$ cat src/rtl/dac16_modulator.sv
module dac16_modulator #(
  parameter int          ROT  = 5,
  parameter logic [7:0]  INV  = 8'hA5,
  parameter logic [31:0] SEED = 32'h1D87_2B41
) (
  input  logic        clk,
  input  logic        rst_n,
  input  logic        en,
  input  logic [1:0]  mode,
  input  logic        wr_en,
  input  logic [15:0] wr_data,
  output logic [7:0]  dac_code,
  output logic        frame_done
);
  localparam int LW = 32;
  localparam int CW = 8;
  localparam logic [CW-1:0] LAST = {CW{1'b1}};

  logic [LW-1:0] lfsr;
  logic [CW-1:0] cnt;
  logic [15:0]   pend, act;
  logic [7:0]    rnd, next_code;

  wire fb      = lfsr[31] ^ lfsr[21] ^ lfsr[1] ^ lfsr[0];
  wire pwm_up  = cnt < act[7:0];
  wire dith_up = pend[7:0] > rnd;

  always_comb
    for (int i = 0; i < 8; i++) rnd[i] = lfsr[(i + ROT) % LW] ^ INV[i];

  function automatic logic [7:0] lift(input logic [7:0] base, input logic up);
    return (up && base != 8'hFF) ? base + 8'd1 : base;
  endfunction

  always_comb
    case (mode)
      2'b00:   next_code = lift(act[15:8], pwm_up);
      2'b01:   next_code = lift(pend[15:8], dith_up);
      default: next_code = rnd;
    endcase

  always_ff @(posedge clk) begin
    if (!rst_n) begin
      lfsr       <= SEED;
      cnt        <= '0;
      pend       <= '0;
      act        <= '0;
      dac_code   <= '0;
      frame_done <= 1'b0;
    end else begin
      if (wr_en) pend <= wr_data;
      if (!en) begin
        lfsr       <= SEED;
        cnt        <= '0;
        dac_code   <= '0;
        frame_done <= 1'b0;
        act        <= wr_en ? wr_data : pend;
      end else begin
        lfsr       <= {lfsr[LW-2:0], fb};
        cnt        <= cnt + 1'b1;
        dac_code   <= next_code;
        frame_done <= (mode == 2'b00) && (cnt == LAST);
        if (cnt == LAST) act <= pend;
      end
    end
  end
endmodule

$ cat config.mk
export PLATFORM = sky130hd
export DESIGN_NAME = dac16_modulator
export DESIGN_NICKNAME = d
export VERILOG_FILES = /design/src/rtl/dac16_modulator.sv
export SDC_FILE = /design/constraint.sdc
export NUM_CORES = 1
export LEC_CHECK = 0
export BUFFER_PORTS_ARGS = -buffer_cell sky130_fd_sc_hd__buf_2
export CORE_MARGIN = 2
export CORE_UTILIZATION = 35
export CTS_CLUSTER_SIZE = 28
export DETAILED_ROUTE_END_ITERATION = 10
export PLACE_DENSITY = 0.55
export SYNTH_ARGS = -nofsm -noshare
export SYNTH_HDL_FRONTEND = slang
export SYNTH_SLANG_ARGS = --single-unit
$ cat constraint.sdc
create_clock -name clk -period 2.44 [get_ports clk]
set_clock_uncertainty 0.05 [all_clocks]
set_input_delay 0.122 -clock clk [delete_from_list [all_inputs] [get_ports clk]]
set_output_delay 0.122 -clock clk [all_outputs]
set_load 0.02 [all_outputs]
* Word level (Yosys, flattened, before mapping)
Cells that the tools add are included.
Word-level totals: bits of input ports 22, register bits after elaboration 81, word-level logic and storage cells 34, output and inout port bits 9
Cells by class: $lt $le $gt $ge 2, add/sub/neg operators 3, mux-type cells 6, reduce and logical (&&, ||, !) cells 5, equality and inequality tests 5, bitwise logic cells 7
Operator list (count):
- 2-to-1 mux 16 bit | 3
- adder 8 x 1 -> 8 bit, second input constant | 3
- 2-to-1 mux 8 bit | 2
- inequality test 8 bit, second input constant | 2
- case mux 8 bit (2 select lines) | 1
- equality test 8 bit, second input constant | 1
- > comparator 8 bit | 1
- < comparator 8 bit | 1
- inverter 1 bit | 4
- logical AND 1 bit | 3
- bitwise XOR 1 bit | 3
- equality test 2 x 1 -> 1 bit, second input constant | 1
- zero test 2 bit | 1
- inequality test 2 x 1 -> 1 bit, second input constant | 1
- AND reduction 2 bit | 1

* Longest topological paths before layout
Gate-level depths: netlist (run 1).
depth in word-level cells 5, depth in mapped cells 9, mapped depth without buffers 8

* Worst setup path before layout (run 1)
Ideal clock, no wire load.
path type register -> register, from register cnt[5], to register dac_code[7], data arrival time 1.727 ns, stages on the path, launching flop included 8, library setup time 0.128 ns, buffers on the path 0, required time 2.262 ns, path slack 0.535 ns, cell sequence dfxtp_1 > ha_1 > a211oi_2 > o221ai_2 > a21o_1 > nor3_1 > mux2i_1 > o221ai_2
On the way: word-level cells in the longest chain between the ends 4
Ends and longest elaborated chain:
- from (decl) | RTL line 20 | logic [CW-1:0] cnt;
- from (signal assigned) | RTL line 60 | cnt <= cnt + 1'b1;
- < comparator 8 bit | RTL line 25 | wire pwm_up = cnt < act[7:0];
- logical AND 1 bit | RTL line 32 | return (up && base != 8'hFF) ? base + 8'd1 : base;
- 2-to-1 mux 8 bit | RTL line 32
- case mux 8 bit (2 select lines) | RTL line 36 | case (mode)
- to (signal assigned) | RTL line 61 | dac_code <= next_code;
- to (decl) | RTL line 12 | output logic [7:0] dac_code,
No other way between the ends. A chain may end at the register's enable or synchronous reset.

* Worst setup path in the final report (run 1)
Ends and elaborated chain as after synthesis.

==> flow_metrics.py, run 1 <==
metrics = {
    "logic_synthesis": {
        "synth_flop_cell": "sky130_fd_sc_hd__dfxtp_1",
        "mappedNetlistArea_um2": 3620,
        "synth-edff-count": 0,
        "yosys.cell_types.count": 48,
        "post_synth_and_or_nand_nor_area_fraction_pct": 22.2,
        "yosysWarningCount": 0,
        "ys_top_cells_by_area": "sky130_fd_sc_hd__dfxtp_1 (45%), sky130_fd_sc_hd__ha_1 (6.2%), sky130_fd_sc_hd__mux2i_1 (5.5%)",
        "mux_share_of_post_synthesis_cell_area_pct": 5.95,
        "synth_top_family_by_area": "simple AND/OR/NAND/NOR gates",
        "synth-xor-area-share_pct": 3.15,
        "synthesis.area_per_instance_um2": 9.40,
        "synth_compound_area_share_pct": 12.9,
        "synth_most_common_cell": "sky130_fd_sc_hd__dfxtp_1",
        "ys_async_sr_fraction_pct": 0,
        "post-synth-top-area-fraction_pct": 44.8,
        "adder_and_majority_cell_fraction_of_the_synthesized_area_pct": 6.22,
        "synth.largest_area_cell": "sky130_fd_sc_hd__dfxtp_1",
        "yosys_register_bits": 81,
        "mappedNetlistNets": 425,
        "commonest_cells_post_synth": "sky130_fd_sc_hd__dfxtp_1 (81), sky130_fd_sc_hd__nor2_1 (50), sky130_fd_sc_hd__and3_1 (20), sky130_fd_sc_hd__mux2i_1 (20), sky130_fd_sc_hd__nand2_1 (20)",
        "ys_seq_area_share_pct": 44.8,
        "synth_cells": 385,
    },
    "routing": {
        "wire_per_inst_um": 15.8,
        "antenna_violating_nets_post_route": 0,
        "totalWireLength_um": 8990,
        "vias": 2857,
        "drt_first_iter_violations": 91,
        "drt_drc_violations_left": 0,
        "avgViaCountPerCell": 5.02,
        "count_of_tritonroute_iterations_in_the_first_routing_pass": 4,
    },
    "floorplan": {
        "die-width_um": 106,
        "start_util_pct": 35.5,
        "design.portCount": 31,
        "floorplan.core_area_um2": 10200,
        "die_h_um": 106,
        "die-area_um2": 11200,
        "floorplan.rows": 37,
    },
    "clocking": {
        "ctsResizeCount": 0,
        "cts-root-to-sink-buffers": 2,
        "cts.root.buffer_cell": "sky130_fd_sc_hd__clkbuf_8",
        "worst_skew_pair.late_latency_ns": 0.36,
        "tritoncts": "built",
        "cts_inserted_buffers": 9,
        "cts.clk_slew.worst_paths_ns": 0.09,
        "cts-htree-levels": 3,
        "cts.sink_count": 81,
    },
    "final_layout": {
        "final_util_pct": 41.5,
        "areaGrowthSynthToFinish_pct": 16.9,
        "finalInstanceArea_um2": 4230,
        "n_antenna_cell": 0,
        "final_layout_size_suffix_gt1_share_pct": 15.5,
        "num-fill-cells": 1033,
        "fin_nets": 468,
    },
    "flow_run": {
        "maxCapViolCount": 0,
    },
    "critical_path": {
        "end_kind": "flop",
        "timing.critical_path.mode_cell": "sky130_fd_sc_hd__o221ai_2",
        "timing.setup.critical_path_class": "flop to flop",
        "critical_path.slowest_cell": "sky130_fd_sc_hd__dfxtp_1",
        "required_ns": 2.63,
        "worst_path_cell_trace": "ha_1, a211oi_2, o221ai_2, a21o_1, nor3_1, mux2i_1, o221ai_2",
        "cp_max_fo": 4,
        "timing.critical_path.from_type": "flop",
        "critical_path.n_buffers_inverters": 0,
        "max_stage_delay_ns": 0.36,
        "critPathTopFamily": "compound AO/OA/AOI/OAI gates",
        "cp_data_arrival_time_ns": 2.36,
    },
    "timing": {
        "timing_max_transition_violations_final": 0,
        "worst-slew-pin-transition_ns": 0.670,
        "hold-worst-slack_ns": 0.0147,
        "layout_min_cycle_time_ns": 2.17,
        "setup_repair_after_global_routing_missed_its_margin": "false",
        "report.final.hold_viol_count": 0,
        "achievable-frequency_mhz": 461,
        "fin_setup_tns_ns": 0,
        "post-route-worst-setup-slack_ns": 0.272,
        "post-route-period-util_pct": 88.9,
        "slew_headroom_pct": 55.2,
        "setup_viol": 0,
    },
    "worst_hold_path": {
        "hold_path.class": "primary input to flop",
    },
    "grt": {
        "number_of_global_route_vias_before_repair": 2860,
        "globalRouteOverflowTotal": 0,
        "global_route.usage.total_pct": 16.9,
        "antenna_violations_before_repair": 0,
        "grt_pass1_wl_um": 14600,
        "grt_max_degree": 31,
    },
    "power_and_ir_drop": {
        "power_per_cell_area_nw_per_um2": 643,
        "p_leak_nw": 1.80,
        "max-vdd-ir-drop_mv": 0.244,
    },
    "placement": {
        "placed_cell_area_um2": 3890,
        "pre_cts_ws_ns": 0.290,
        "dpl.hpwl_um": 6340,
        "globalplace.congestion": 0.853,
        "io_buffers": 30,
    },
    "outcome": {
        "status": "completed",
    },
}
-- cell families (layout without fill, tap and decap cells) --
logic type / Yosys count / after routing
xor gates and xnor gates: 13 / 13
AOI/OAI and AO/OA: 59 / 59
adders and majority gates: 18 / 18
buffers and inverters: 38 / 86
muxes: 21 / 21
DFF: 81 / 81
and+or+nand+nor: 155 / 155
-- layout by cell type (no fill, tap or decap), types with 8 or more instances in the layout --
cell type                       instances
sky130_fd_sc_hd__and3_1                20
sky130_fd_sc_hd__buf_2                 30
sky130_fd_sc_hd__buf_4                  8
sky130_fd_sc_hd__clkbuf_8               9
sky130_fd_sc_hd__dfxtp_1               81
sky130_fd_sc_hd__dlygate4sd3_1         15
sky130_fd_sc_hd__ha_1                  18
sky130_fd_sc_hd__inv_1                 17
sky130_fd_sc_hd__mux2i_1               20
sky130_fd_sc_hd__nand2_1               20
sky130_fd_sc_hd__nand2b_1              12
sky130_fd_sc_hd__nand3_1               14
sky130_fd_sc_hd__nor2_1                50
sky130_fd_sc_hd__nor2b_1               18
sky130_fd_sc_hd__o221ai_1              16
-- report_power, final --
group | total (mW) | switching [mW] | internal, mW | leakage (nW)
registers | 1.43 | 0.0511 | 1.38 | 0.666
clock network | 0.966 | 0.567 | 0.400 | 0.0959
logic | 0.321 | 0.181 | 0.141 | 1.04
-- metal layers --
| metal | global-route usage [%] | vias up | share of wire (%) |
|---|---|---|---|
| met4 | 6.86 | 0 | 1.9 |
| li1 | - | 1441 | - |
| met2 | 27.3 | 63 | 48 |
| met5 | 0 | - | 0 |
| met3 | 2.84 | 17 | 3.6 |
| met1 | 22.5 | 1336 | 47 |
-- final timing paths --
kind                            start                endpoint  slack [ns]  cells past startpoint
setup / recovery    cnt[5]$_SDFF_PN0_  dac_code[7]$_SDFF_PN0_        0.27                      7
setup reg to reg    cnt[5]$_SDFF_PN0_  dac_code[7]$_SDFF_PN0_        0.27                      7
hold reg to reg   lfsr[22]$_SDFF_PN0_     lfsr[23]$_SDFF_PN1_        0.37                      1
hold / removal            wr_data[10]     pend[10]$_SDFF_PN0_        0.01                      3
-- metrics by stage --
| stage | power, mW | std cells |
|---|---|---|
| 3_5_place_dp | 1.77 | 538 |
| 5_1_grt | 2.86 | 569 |
| 4_1_cts | 2.76 | 569 |
| 3_3_place_gp | 1.76 | 538 |
| 6_report | 2.72 | 569 |
| 2_1_floorplan | 1.66 | 385 |
-- area by class of cell --
cell class | instances | area [um^2] | share of cell area, %
multi-input combinational | 266 | 1820 | 43.1
sequential | 81 | 1620 | 38.3
timing repair buffer | 53 | 360 | 8.52
tap | 136 | 170 | 4.02
clock buffer | 9 | 124 | 2.93
clock inverter | 7 | 70.1 | 1.66
inverter | 17 | 63.8 | 1.51
-- flip-flops by register name, summed over array words and instances (netlist names) --
signal and count:
frame_done 1, cnt 8, act 16, dac_code 8, pend 16, lfsr 32
-- worst reg2reg max path, stage by stage, from the launching register on --
cell	delay [ns]
sky130_fd_sc_hd__dfxtp_1	0.36
sky130_fd_sc_hd__ha_1	0.34
sky130_fd_sc_hd__a211oi_2	0.23
sky130_fd_sc_hd__o221ai_2	0.18
sky130_fd_sc_hd__a21o_1	0.23
sky130_fd_sc_hd__nor3_1	0.22
sky130_fd_sc_hd__mux2i_1	0.31
sky130_fd_sc_hd__o221ai_2	0.13
-- what timing repair did --
| action | in CTS | in global routing |
|---|---|---|
| hold buffers | 15 | 0 |
| setup buffers | 0 | 0 |
| hold endpoints to repair | 15 | 0 |
| endpoints found under the setup margin | 0 | 0 |
Power figures use the tool's default switching activity.
==> inputs of run 2 (changes only) <==
--- a/config.mk
+++ b/config.mk
@@ -7,4 +7,5 @@
 export LEC_CHECK = 0
 export BUFFER_PORTS_ARGS = -buffer_cell sky130_fd_sc_hd__buf_2
+export CAP_MARGIN = 0
 export CORE_MARGIN = 2
 export CORE_UTILIZATION = 35
==> constraint.sdc (replaced) <==
create_clock -name clk -period 2.6 [get_ports clk]
set_clock_uncertainty 0.05 [all_clocks]
set_input_delay 0.13 -clock clk [delete_from_list [all_inputs] [get_ports clk]]
set_output_delay 0.13 -clock clk [all_outputs]
set_load 0.01 [all_outputs]
==> flow_metrics.py, run 2 (same netlist as run 1, synthesis figures left out) <==
metrics = {
    "critical_path": {
        "cp_max_fo": 5,
        "timing.critical_path.from_type": "flop",
        "cp_data_arrival_time_ns": 2.39,
        "worst_case_reg_to_reg_path_depth": 7,
        "required_ns": 2.79,
        "timing.setup.critical_path_class": "flop to flop",
        "end_kind": "flop",
    },
    "power_and_ir_drop": {
        "power_per_cell_area_nw_per_um2": 599,
        "share_comb_of_total_power_pct": 11.3,
        "pwr-share-clk_pct": 35.0,
        "switching_share_pct": 28.7,
        "total_power_mw": 2.51,
        "internal_power_contribution_mw": 1.79,
        "max-vdd-ir-drop_mv": 0.202,
        "power.net_switching_mw": 0.722,
        "p_leak_nw": 1.77,
        "pwr-share-seq_pct": 53.7,
    },
    "routing": {
        "antenna_violating_nets_post_route": 0,
        "count_of_tritonroute_iterations_in_the_first_routing_pass": 5,
        "totalWireLength_um": 8660,
        "drt_drc_violations_left": 0,
        "drt_first_iter_violations": 92,
        "avgViaCountPerCell": 5.07,
        "vias": 2863,
        "wire_per_inst_um": 15.3,
    },
    "timing": {
        "setup_viol": 0,
        "setup_repair_after_global_routing_missed_its_margin": "false",
        "report.final.hold_viol_count": 0,
        "timing_max_transition_violations_final": 0,
        "slew_headroom_pct": 46.7,
        "achievable-frequency_mhz": 456,
        "worst-slew-pin-transition_ns": 0.799,
        "post-route-period-util_pct": 84.4,
        "fin_setup_tns_ns": 0,
        "layout_min_cycle_time_ns": 2.19,
    },
    "grt": {
        "grt_max_degree": 50,
        "global_route.usage.total_pct": 16.4,
        "number_of_global_route_vias_before_repair": 2903,
        "antenna_violations_before_repair": 0,
        "globalRouteOverflowTotal": 0,
        "grt_pass1_wl_um": 14400,
    },
    "final_layout": {
        "n_antenna_cell": 0,
        "fin_nets": 464,
        "largest_register_ffs": 32,
        "layout_top_registers": "lfsr: 32 flops, act: 16 flops, pend: 16 flops",
        "areaGrowthSynthToFinish_pct": 15.8,
        "layout_commonest_cell": "sky130_fd_sc_hd__dfxtp_1",
        "final_layout_size_suffix_gt1_share_pct": 14.9,
        "top_register": "lfsr",
        "mostFrequentLayoutCells": "sky130_fd_sc_hd__dfxtp_1 (81), sky130_fd_sc_hd__nor2_1 (50), sky130_fd_sc_hd__buf_2 (30)",
    },
    "worst_hold_path": {
        "hold_path.class": "primary input to flop",
        "min_delay_path_depth": 3,
    },
    "floorplan": {
        "floorplan.rows": 37,
        "start_util_pct": 35.5,
        "die_h_um": 106,
        "die-width_um": 106,
        "design.portCount": 31,
        "die-area_um2": 11200,
        "floorplan.core_area_um2": 10200,
    },
    "placement": {
        "io_buffers": 30,
        "globalplace.congestion": 0.834,
        "dpl.hpwl_um": 6090,
    },
    "clocking": {
        "cts_inserted_buffers": 9,
        "cts.sink_count": 81,
        "cts.clk_slew.worst_paths_ns": 0.09,
        "cts.root.buffer_cell": "sky130_fd_sc_hd__clkbuf_8",
        "tritoncts": "built",
        "cts-root-to-sink-buffers": 2,
        "cts-htree-levels": 3,
        "worst_skew_pair.late_latency_ns": 0.36,
    },
    "flow_run": {
        "maxCapViolCount": 0,
    },
    "outcome": {
        "status": "completed",
    },
}
run 2: stage by stage:
| step | util (%) | hold slack (ns) | worst slack [ns] | std cells | cell area [um^2] |
|---|---|---|---|---|---|
| after floorplan | - | 0.226 | 0.695 | 385 | 3620 |
| after global placement | 37.9 | 0.339 | 0.460 | 535 | 3860 |
| after detailed placement | 37.9 | 0.346 | 0.418 | 535 | 3860 |
| after CTS | 41.1 | 0.00215 | 0.384 | 565 | 4190 |
| after global routing | 41.1 | 0.0224 | 0.277 | 565 | 4190 |
| final | 41.1 | 0.0174 | 0.405 | 565 | 4190 |
run 2: final cells by class:
class | instances | area, um^2
clock buffers | 9 | 124
clock inverters | 7 | 61.3
fillers | 1052 | 5990
inverters | 17 | 63.8
multi-input cells | 266 | 1820
flip-flops and latches | 81 | 1620
well taps | 136 | 170
repair buffers | 49 | 328
run 2: worst paths after layout:
check | to | slack (ns) | startpoint
max | dac_code[7]$_SDFF_PN0_ | 0.41 | cnt[6]$_SDFF_PN0_
max reg2reg | dac_code[7]$_SDFF_PN0_ | 0.41 | cnt[6]$_SDFF_PN0_
min reg2reg | lfsr[16]$_SDFF_PN1_ | 0.36 | lfsr[15]$_SDFF_PN0_
min | pend[9]$_SDFF_PN0_ | 0.02 | wr_data[9]
run 2: repair_timing:
item	CTS	global route
resized for setup	0	0
setup buffers	0	0
endpoints found under the setup margin	0	0
hold buffers	14	0
endpoints found under the hold margin	14	0
run 2: power groups by stage:
stage / Clock, mW / Sequential, mW / Combinational (mW)
2_1_floorplan: 0 / 1.36 / 0.197
3_3_place_gp: 0 / 1.38 / 0.265
6_report: 0.879 / 1.35 / 0.284
4_1_cts: 0.911 / 1.35 / 0.286
3_5_place_dp: 0 / 1.38 / 0.268
5_1_grt: 0.961 / 1.36 / 0.320
run 2: critical path, cell delays in order, from the launching register on:
cell and delay, ns:
sky130_fd_sc_hd__dfxtp_1 0.43, sky130_fd_sc_hd__ha_1 0.28, sky130_fd_sc_hd__o21ai_0 0.24, sky130_fd_sc_hd__o221ai_2 0.18
sky130_fd_sc_hd__a21o_1 0.23, sky130_fd_sc_hd__nor3_1 0.23, sky130_fd_sc_hd__mux2i_1 0.31, sky130_fd_sc_hd__o221ai_2 0.13
run 2: metal layers:
metal | wire length, um | global-route usage, % | vias up
met5 | 0 | 0 | -
met4 | 184 | 6.86 | 0
met3 | 252 | 3.53 | 14
met2 | 4070 | 27.0 | 56
met1 | 4150 | 20.8 | 1355
li1 | - | - | 1438
